File: src/rtl/pbc_pkg.sv
package pbc_pkg;
  // Stages behind decode: execute, memory, writeback
  localparam int BACK_STAGES = 3;
  localparam int EX_IDX  = 0;
  localparam int MEM_IDX = 1;
  localparam int WB_IDX  = 2;

  typedef enum logic [1:0] {
    EV_NONE   = 2'd0,
    EV_STALL  = 2'd1,
    EV_BRANCH = 2'd2,
    EV_HALT   = 2'd3
  } pipe_event_t;
endpackage

File: src/rtl/pbc_arbiter.sv
module pbc_arbiter
  import pbc_pkg::*;
(
  input  logic        if_nop,
  input  logic        id_nop,
  input  logic        halt_fetched,
  input  logic        branch_taken,
  input  logic        stall_req,
  output pipe_event_t ev,
  output logic        pc_we,
  output logic        ifid_hold,
  output logic        ex_bubble
);
  logic br_go, st_go, halt_go;

  // Priority: branch over stall over halt; decode events need a valid decode
  always_comb begin
    br_go   = branch_taken && !id_nop;
    st_go   = stall_req && !id_nop && !br_go;
    halt_go = halt_fetched && !if_nop && !br_go && !st_go;
    if (br_go)        ev = EV_BRANCH;
    else if (st_go)   ev = EV_STALL;
    else if (halt_go) ev = EV_HALT;
    else              ev = EV_NONE;
  end

  assign pc_we     = !if_nop && !st_go && !halt_go;
  assign ifid_hold = st_go;
  assign ex_bubble = st_go;

  always_comb begin
    a_onehot_ev_r7: assert ($onehot0({br_go, st_go, halt_go}));
  end
endmodule

File: src/rtl/pbc_front.sv
module pbc_front
  import pbc_pkg::*;
(
  input  logic        clk,
  input  logic        rst,
  input  pipe_event_t ev,
  output logic        if_nop,
  output logic        id_nop
);
  logic if_d, id_d;

  always_comb begin
    if_d = if_nop;
    id_d = if_nop;
    case (ev)
      EV_HALT:   begin if_d = 1'b1; id_d = 1'b1; end
      EV_BRANCH: id_d = 1'b1;
      EV_STALL:  id_d = id_nop;
      default:   ;
    endcase
  end

  always_ff @(posedge clk) begin
    if (rst) begin
      if_nop <= 1'b0;
      id_nop <= 1'b1;
    end else begin
      if_nop <= if_d;
      id_nop <= id_d;
    end
  end

  p_if_sticky_r3: assert property (@(posedge clk) disable iff (rst)
    if_nop |=> if_nop);
  p_halt_front_r3: assert property (@(posedge clk) disable iff (rst)
    (ev == EV_HALT) |=> (if_nop && id_nop));
  p_stall_front_r6: assert property (@(posedge clk) disable iff (rst)
    (ev == EV_STALL) |=> ($stable(if_nop) && !id_nop));
endmodule

File: src/rtl/pbc_drain.sv
module pbc_drain #(
  parameter int DEPTH = 3
) (
  input  logic             clk,
  input  logic             rst,
  input  logic             in_nop,
  output logic [DEPTH-1:0] nop_q
);
  always_ff @(posedge clk) begin
    if (rst) nop_q[0] <= 1'b1;
    else     nop_q[0] <= in_nop;
  end

  for (genvar i = 1; i < DEPTH; i++) begin : g_stage
    always_ff @(posedge clk) begin
      if (rst) nop_q[i] <= 1'b1;
      else     nop_q[i] <= nop_q[i-1];
    end
  end

  p_tail_idle_r4: assert property (@(posedge clk) disable iff (rst)
    (&nop_q && in_nop) |=> (&nop_q));
endmodule

File: src/rtl/pipe_bubble_ctrl.sv
module pipe_bubble_ctrl
  import pbc_pkg::*;
(
  input  logic clk,
  input  logic rst,
  input  logic halt_fetched,
  input  logic branch_taken,
  input  logic stall_req,
  output logic if_nop,
  output logic id_nop,
  output logic ex_nop,
  output logic mem_nop,
  output logic wb_nop,
  output logic pc_we,
  output logic ifid_hold,
  output logic all_idle
);
  pipe_event_t            ev;
  logic                   ex_bubble;
  logic [BACK_STAGES-1:0] back_nop;

  pbc_arbiter u_arb (
    .if_nop       (if_nop),
    .id_nop       (id_nop),
    .halt_fetched (halt_fetched),
    .branch_taken (branch_taken),
    .stall_req    (stall_req),
    .ev           (ev),
    .pc_we        (pc_we),
    .ifid_hold    (ifid_hold),
    .ex_bubble    (ex_bubble)
  );

  pbc_front u_front (
    .clk    (clk),
    .rst    (rst),
    .ev     (ev),
    .if_nop (if_nop),
    .id_nop (id_nop)
  );

  pbc_drain #(.DEPTH(BACK_STAGES)) u_drain (
    .clk    (clk),
    .rst    (rst),
    .in_nop (id_nop | ex_bubble),
    .nop_q  (back_nop)
  );

  assign ex_nop   = back_nop[EX_IDX];
  assign mem_nop  = back_nop[MEM_IDX];
  assign wb_nop   = back_nop[WB_IDX];
  assign all_idle = if_nop & id_nop & (&back_nop);

  p_halt_ex_r4: assert property (@(posedge clk) disable iff (rst)
    (ev == EV_HALT) |=> ##1 ex_nop);
  p_halt_mem_r4: assert property (@(posedge clk) disable iff (rst)
    (ev == EV_HALT) |=> ##2 mem_nop);
  p_halt_wb_r4: assert property (@(posedge clk) disable iff (rst)
    (ev == EV_HALT) |=> ##3 wb_nop);
  p_branch_squash_r5: assert property (@(posedge clk) disable iff (rst)
    (branch_taken && !id_nop) |=> (id_nop && !if_nop));
  p_stall_bubble_r6: assert property (@(posedge clk) disable iff (rst)
    (stall_req && !branch_taken && !id_nop) |=> ex_nop);
  p_stall_ctl_r6: assert property (@(posedge clk) disable iff (rst)
    (stall_req && !branch_taken && !id_nop) |-> (!pc_we && ifid_hold));
  p_branch_wins_r7: assert property (@(posedge clk) disable iff (rst)
    (branch_taken && stall_req && !id_nop) |-> (pc_we && !ifid_hold));
  p_idle_hold_r10: assert property (@(posedge clk) disable iff (rst)
    all_idle |=> all_idle);
  p_pc_frozen_r11: assert property (@(posedge clk) disable iff (rst)
    if_nop |-> !pc_we);
endmodule

File: config.mk
export PLATFORM = sky130hd
export DESIGN_NAME = pipe_bubble_ctrl
export DESIGN_NICKNAME = d
export VERILOG_FILES = /design/src/rtl/pbc_pkg.sv /design/src/rtl/pbc_arbiter.sv /design/src/rtl/pbc_front.sv /design/src/rtl/pbc_drain.sv /design/src/rtl/pipe_bubble_ctrl.sv
export SDC_FILE = /design/constraint.sdc
export NUM_CORES = 1
export LEC_CHECK = 0
export ABC_AREA = 1
export ABC_CLOCK_PERIOD_IN_PS = 1000
export BUFFER_PORTS_ARGS = -buffer_cell sky130_fd_sc_hd__buf_2
export CAP_MARGIN = 10
export CELL_PAD_IN_SITES_DETAIL_PLACEMENT = 0
export CELL_PAD_IN_SITES_GLOBAL_PLACEMENT = 1
export CORE_AREA = 8 8 45 47
export DETAILED_ROUTE_END_ITERATION = 10
export DIE_AREA = 0 0 53 55
export PLACE_DENSITY_LB_ADDON = 0.1
export SYNTH_ARGS = -nofsm -noshare
export SYNTH_HDL_FRONTEND = slang
export SYNTH_SLANG_ARGS = --single-unit
File: constraint.sdc
create_clock -name clk -period 1 [get_ports clk]
set_input_delay 0.05 -clock clk [delete_from_list [all_inputs] [get_ports clk]]
set_output_delay 0.05 -clock clk [all_outputs]
set_load 0.1 [all_outputs]
---- Word-level counts from Yosys, hierarchy flattened ----
Index checks and enable logic that the tools add are counted.
word-level totals
  register bits after elaboration ......... 5
  bits of input ports ..................... 5
  output and inout bits ................... 8
  word-level logic and storage cells ...... 30
operators by class
  equality and inequality tests ........... 3
  multiplexer cells ....................... 4
  bitwise gates (word level) .............. 3
  reductions and logical operators ........ 15
operators with widths
  cell                                                             number
  1-bit logical AND                                                8
  2-bit two-way mux                                                3
  1-bit logical NOT                                                5
  2-bit == test, second input constant                             2
  3-bit AND reduction                                              1
  1-bit AND                                                        2
  2-bit by 1-bit == test with 1-bit output, second input constant  1
  1-bit one-hot mux with 2 select lines                            1
  2-bit OR reduction                                               1
  1-bit bitwise OR                                                 1

---- Longest topological paths before layout ----
Gate-level depths: netlist of the first run.
  word-level depth ........................ 12
  gate-level depth with buffers ........... 5
  gate-level depth less buffers ........... 5

---- Hierarchy ----
Synthesis of the first run repeated with hierarchy kept, for this count alone.
second synthesis, totals
  cells, all modules ...................... 37
  area total of the unflattened synthesis .. 244.0 um^2
by module, submodules not included
  module            times used  cells each  area an instance (um^2)  seq. area each (um^2)
  pbc_drain         1           10          88.8                     60.1
  pbc_front         1           10          76.3                     40.0
  pbc_arbiter       1           13          60.1                     0.0
  pipe_bubble_ctrl  1           4           18.8                     0.0

---- Worst setup path before layout of the first run ----
Ideal clock, no wire load.
  path kind ............................... flip-flop to output port
  from .................................... register u_front.id_nop
  to ...................................... output port all_idle
  arrival ................................. 3.327 ns
  required time ........................... 0.950 ns
  setup slack ............................. -2.377 ns
  cell stages (with the launch flop) ...... 3
  buffers on the path ..................... 0
  path through ............................ dfxtp_1 clkinv_2 nor3_1
on the way
  longest elaborated chain between the ends .. 2
ends and longest elaborated chain
  element                  line                    source
  start, declared          pbc_front.sv:8          output logic id_nop
  start signal, assigned   pbc_front.sv:29         id_nop <= id_d;
  1-bit AND (2 in series)  pipe_bubble_ctrl.sv:52  assign all_idle = if_nop & id_nop & (&back_nop);
  end, declared            pipe_bubble_ctrl.sv:16  output logic all_idle
No other way between the ends.

---- Final worst setup path of the first run ----
  from .................................... register u_front.id_nop
  to ...................................... output port pc_we
on the way
  longest elaborated chain between the ends .. 8
  elaborated cells between the ends (all ways) .. 11
  those cells by class .................... reduce/logical (11)
ends and longest elaborated chain
  element              line                                  source
  1-bit logical NOT *  pbc_arbiter.sv:18, pbc_arbiter.sv:19
  1-bit logical AND    pbc_arbiter.sv:18                     br_go = branch_taken && !id_nop;
  1-bit logical NOT    pbc_arbiter.sv:19, pbc_arbiter.sv:20
  1-bit logical AND    pbc_arbiter.sv:19                     st_go = stall_req && !id_nop && !br_go;
  1-bit logical NOT    pbc_arbiter.sv:20, pbc_arbiter.sv:27
  1-bit logical AND    pbc_arbiter.sv:20                     halt_go = halt_fetched && !if_nop && !br_go && !st_go;
  1-bit logical NOT    pbc_arbiter.sv:27                     assign pc_we = !if_nop && !st_go && !halt_go;
  1-bit logical AND *  pbc_arbiter.sv:27
  end, declared        pipe_bubble_ctrl.sv:14                output logic pc_we,
Mark *: on every way between the ends. The rest lies on a longest branch, timed or not.

==> metrics.yaml, run 1 <==
crit_type: "flop to primary output"
antenna_found_initial: 0
postRouteWirelength_um: 728
drt_iter0_markers: 2
ys_seq_area_frac: 0.479
vias: 260
start_util: 0.151
critPathSlowestCell: "dfxtp_4"
slew_viol_final: 0
skew_ns: 0.00258
core_area_sq_mm: 0.00138
syn_to_final_growth_pct: 181
overflow: 0
root_buffer: "clkbuf_4"
switching_share: 0.368
syn-cell-area_sq_um: 209
cts_sinks: 5
clk_latency_ns: 0.23
min_path_type: "input port to flop"
worst_slack_ns: -0.216
cp.required_ns: 0.95
p_leak_nw: 0.277
nets: 56
grt_pass1_vias: 263
syn_area_per_cell_sq_um: 8.04
fin_crit_ns: 1.22
track_usage: 0.0525
firstDrtPassIters: 2
postRouteAntennaNets: 0
r2r-start: "u_front.id_nop"
rows: 14
clk_transition_reported_paths_ns: 0.04
routedWlPerCell_um: 11.0
netlist.area_leader.share: 0.479
netlist_top_cells_area: "dfxtp_1 (48%), nand3_1 (7.2%), inv_1 (7.2%)"
cap_violations: 0
synth_seq_cells: 5
cp_max_fo: 4
p_sw_mw: 0.287
cp_cell_sequence: "inv_8, nand2_4, a21oi_4, and2_4, buf_12"
viasPerCell: 3.94
max_slew.worst_pin.slew_ns: 0.175
cp-endpoint: "pc_we"
final_common_cell: "buf_12"
outcome: "complete, but fails checks"
fin_util: 0.424
nFillCells: 145
irDropWorstVdd_mv: 0.687
r2r_cells: 6
instances_no_fill: 66
dieArea_sq_mm: 0.00292
startpoint: "u_front.id_nop"
layout-drive-gt1-share: 0.800
synth_fp_nets: 31
ys_types: 13
syn_inst: 26
rsz0062_at_grt: "yes"
p_int_mw: 0.492
p_per_area_mw_per_mm2: 1330
dp.cells: 54
crit_path_end_kind: "primary output"
worstSetupStartpointType: "flop"
grt_start_max_net_pins: 5
num_antenna_cells: 0
die_h_um: 55
io-pin-count: 13
dpl_worst_slack_ns: 0.0111
period_share: 1.22
htree_levels: 1
synth_top_area_cell: "dfxtp_1"
io_buffers: 12
drc: 0
fmax_ghz: 0.822
power_mw: 0.778
final.setup.tns_ns: -0.543
seqPwrFrac: 0.286
cts_hold_buf: 0
hpwl_um: 543
cts_max_path_buffers: 2
die_w_um: 53
violations: "negative setup slack"
critPathArrivalTime_ns: 1.17
cts_tree: "yes"
cts_made_buffers: 3
maxSlewHeadroom: 0.883
power.share.combinational: 0.429
clockPowerShare: 0.285
place_congestion: 0.631
reg2reg_to: "u_front.if_nop"
hold_viol: 0
finalSetupViolCount: 4
r2r_setup_slack_ns: 0.06
critPathMaxStageDelay_ns: 0.35
grt_pass1_wl_um: 1080
layout_common_cells: "buf_12 (9), buf_4 (6), dfxtp_4 (5), buf_2 (4)"
ys_warn_count: 0
## power by group through the flow
stage	Sequential [mW]	Clock [mW]	Combinational, mW
6_report	0.223	0.222	0.334
4_1_cts	0.220	0.236	0.312
5_1_grt	0.224	0.249	0.348
3_5_place_dp	0.225	0	0.288
3_3_place_gp	0.224	0	0.288
2_1_floorplan	0.289	0	0.119
## cell type report
class / count / area [sq um] / area share
clock buffers: 4 / 26.3 / 0.0448
inverters: 5 / 32.5 / 0.0554
multi-input cells: 16 / 133 / 0.226
flip-flops and latches: 5 / 119 / 0.203
well taps: 16 / 20.0 / 0.0341
repair buffers: 20 / 256 / 0.437
## worst max-delay path, delay by kind of cell, from the launching register on
kind                   cells  cell delay [ns]
buffers and inverters      2             0.23
DFF                        1             0.35
and+or+nand+nor            2             0.22
AOI/OAI and AO/OA          1             0.12
## synth_stat cells, drive strengths merged
master,instances
nand3b,1
inv,4
nand2,5
a21oi,1
nand3,3
dfxtp,5
clkinv,1
or2,2
nor3,1
nor2,2
and2,1
## worst min path at each step
stage,startpoint,to,cells past startpoint
finish,rst,u_drain.nop_q[2],2
global route,rst,u_drain.nop_q[2],2
CTS,rst,u_drain.nop_q[2],2
detailed placement,rst,u_drain.nop_q[2],2
global placement,rst,u_drain.nop_q[1],2
floorplan,rst,u_drain.nop_q[1],1
## sequential cells by signal, summed over array words and instances (netlist names)
| name | cells |
|---|---|
| u_drain.nop_q | 3 |
| u_front.id_nop | 1 |
| u_front.if_nop | 1 |
## per-stage QoR
| step | instance area (sq um) | hold slack [ns] |
|---|---|---|
| global route | 587 | 0.0309 |
| detailed placement | 474 | 0.264 |
| CTS | 536 | 0.0130 |
| global placement | 474 | 0.262 |
| floorplan | 274 | 0.153 |
| finish | 587 | 0.0213 |
## metal layers
layer	wire, um	GRT usage
met5	0	0
met4	7	0.0517
met3	91	0.0374
met2	403	0.0762
met1	226	0.0471
## repair_timing
item                                   CTS  global route
setup endpoints to repair                3             3
setup buffers                            3             5
endpoints found under the hold margin    0             0
gates resized for setup                  0             3
pin swaps                                2             2
## kinds of logic (layout without fill, tap and decap cells)
group / count (synthesis) / after routing / share of synthesized area
simple gates: 15 / 15 / 0.383
flops: 5 / 5 / 0.479
compound gates: 1 / 1 / 0.0419
buf+inv: 5 / 29 / 0.0958
No activity file was read; power rests on OpenSTA's default activity.
==> inputs of run 2 (changes only) <==
--- a/config.mk
+++ b/config.mk
@@ -6,7 +6,7 @@
 export NUM_CORES = 1
 export LEC_CHECK = 0
 export ABC_AREA = 1
-export ABC_CLOCK_PERIOD_IN_PS = 1000
+export ABC_CLOCK_PERIOD_IN_PS = 1400
 export BUFFER_PORTS_ARGS = -buffer_cell sky130_fd_sc_hd__buf_2
 export CAP_MARGIN = 10
 export CELL_PAD_IN_SITES_DETAIL_PLACEMENT = 0
==> constraint.sdc (replaced) <==
create_clock -name clk -period 1.4 [get_ports clk]
set_input_delay 0.07 -clock clk [delete_from_list [all_inputs] [get_ports clk]]
set_output_delay 0.07 -clock clk [all_outputs]
set_load 0.1 [all_outputs]
==> metrics.yaml, run 2 (synthesis gave the netlist of run 1 again) <==
io-pin-count: 13
skew_ns: 0.00593
multiInputGateArea_sq_um: 114
top_register: "u_drain.nop_q"
num_antenna_cells: 0
start_util: 0.151
finalSetupViolCount: 0
period_share: 0.900
firstDrtPassIters: 2
hpwl_um: 493
crit_type: "flop to primary output"
nFillCells: 155
routedWlPerCell_um: 9.45
cap_violations: 0
drc: 0
hold_viol: 0
area.sequential_sq_um: 119
use_met2: 0.0664
dieArea_sq_mm: 0.00292
nets: 48
cts_tree: "yes"
worstSetupStartpointType: "flop"
crit_path_end_kind: "primary output"
fmax_ghz: 0.794
seqPwrFrac: 0.309
antenna_found_initial: 0
cts_max_path_buffers: 2
layout_common_cells: "buf_2 (10), dfxtp_4 (5), inv_1 (3), nand2_1 (3), clkbuf_4 (3)"
p_sw_mw: 0.196
viasPerCell: 3.84
whs_ns: 0.0300
postRouteWirelength_um: 548
postRouteAntennaNets: 0
critPathArrivalTime_ns: 1.19
fin_crit_ns: 1.26
htree_levels: 1
instances_no_fill: 58
overflow: 0
place_congestion: 0.639
top_regs: "u_drain.nop_q (3), u_front.id_nop (1), u_front.if_nop (1)"
grt_pass1_vias: 227
clk_latency_ns: 0.24
final_common_cell: "buf_2"
cts_made_buffers: 3
rows: 14
min_path_type: "input port to flop"
grt_pass1_wl_um: 931
core_area_sq_mm: 0.00138
max_slew.worst_pin.slew_ns: 0.489
maxSlewHeadroom: 0.676
io_buffers: 12
clk_transition_reported_paths_ns: 0.05
postCtsSetupBuffers: 0
largest_reg_flops: 3
cts_resized: 0
gr-max-usage-layer: "met2"
slew_viol_final: 0
die_h_um: 55
die_w_um: 53
p_leak_nw: 0.185
cp_max_fo: 5
cts_sinks: 5
cts_hold_buf: 0
clockPowerShare: 0.339
grt_use_met1: 0.0442
outcome: "finished clean"
track_usage: 0.0465
rsz0062_at_grt: "no"
dp.cells: 54
power.share.combinational: 0.352
p_int_mw: 0.301
use_met3: 0.0428
cp.required_ns: 1.33
drt_iter0_markers: 5
p_per_area_mw_per_mm2: 1260
layout-drive-gt1-share: 0.738
syn_to_final_growth_pct: 89.2
switching_share: 0.394
r2r_setup_slack_ns: 0.62
vias: 223
grt_start_max_net_pins: 6
root_buffer: "clkbuf_4"
irDropWorstVdd_mv: 0.458
## run 2: through the flow
step	setup slack (ns)	utilization	cell area [sq um]	total power, mW	setup TNS [ns]
4_1_cts	0.123	0.286	395	0.507	0
6_report	0.141	0.286	395	0.496	0
3_5_place_dp	0.383	0.267	369	0.333	0
2_1_floorplan	-0.113	-	259	0.287	-0.113
5_1_grt	0.0637	0.286	395	0.528	0
3_3_place_gp	0.388	0.267	369	0.333	0
## run 2: power groups by stage
stage	registers (mW)	clock network [mW]	logic (mW)
floorplan	0.206	0	0.0802
global placement	0.156	0	0.177
detailed placement	0.156	0	0.177
CTS	0.153	0.177	0.177
global route	0.154	0.190	0.184
finish	0.153	0.168	0.175
## run 2: cell type report
cell class              instances  area share
clock buffers                   4      0.0665
inverters                       5      0.0665
multi-input cells              16       0.288
flip-flops and latches          5       0.301
well taps                      16      0.0506
repair buffers                 12       0.228
## run 2: path summary, 6_finish.rpt
kind,endpoint,start,cells past startpoint
setup / recovery,ifid_hold,u_front.id_nop,4
hold / removal,u_drain.nop_q[1],rst,2
hold reg to reg,u_drain.nop_q[1],u_drain.nop_q[0],1
setup reg to reg,u_front.id_nop,u_front.id_nop,5
## run 2: worst max-delay path, cell delays in order (launching register included)
cell and delay, ns:
dfxtp_4 0.34, clkinv_4 0.07, nand2_2 0.07, inv_1 0.05, buf_2 0.41
## run 2: metal layers
| layer | wire length [um] | part of all wire |
|---|---|---|
| met1 | 213 | 0.39 |
| met2 | 223 | 0.41 |
| met3 | 100 | 0.18 |
| met4 | 10 | 0.018 |
| met5 | 0 | 0 |
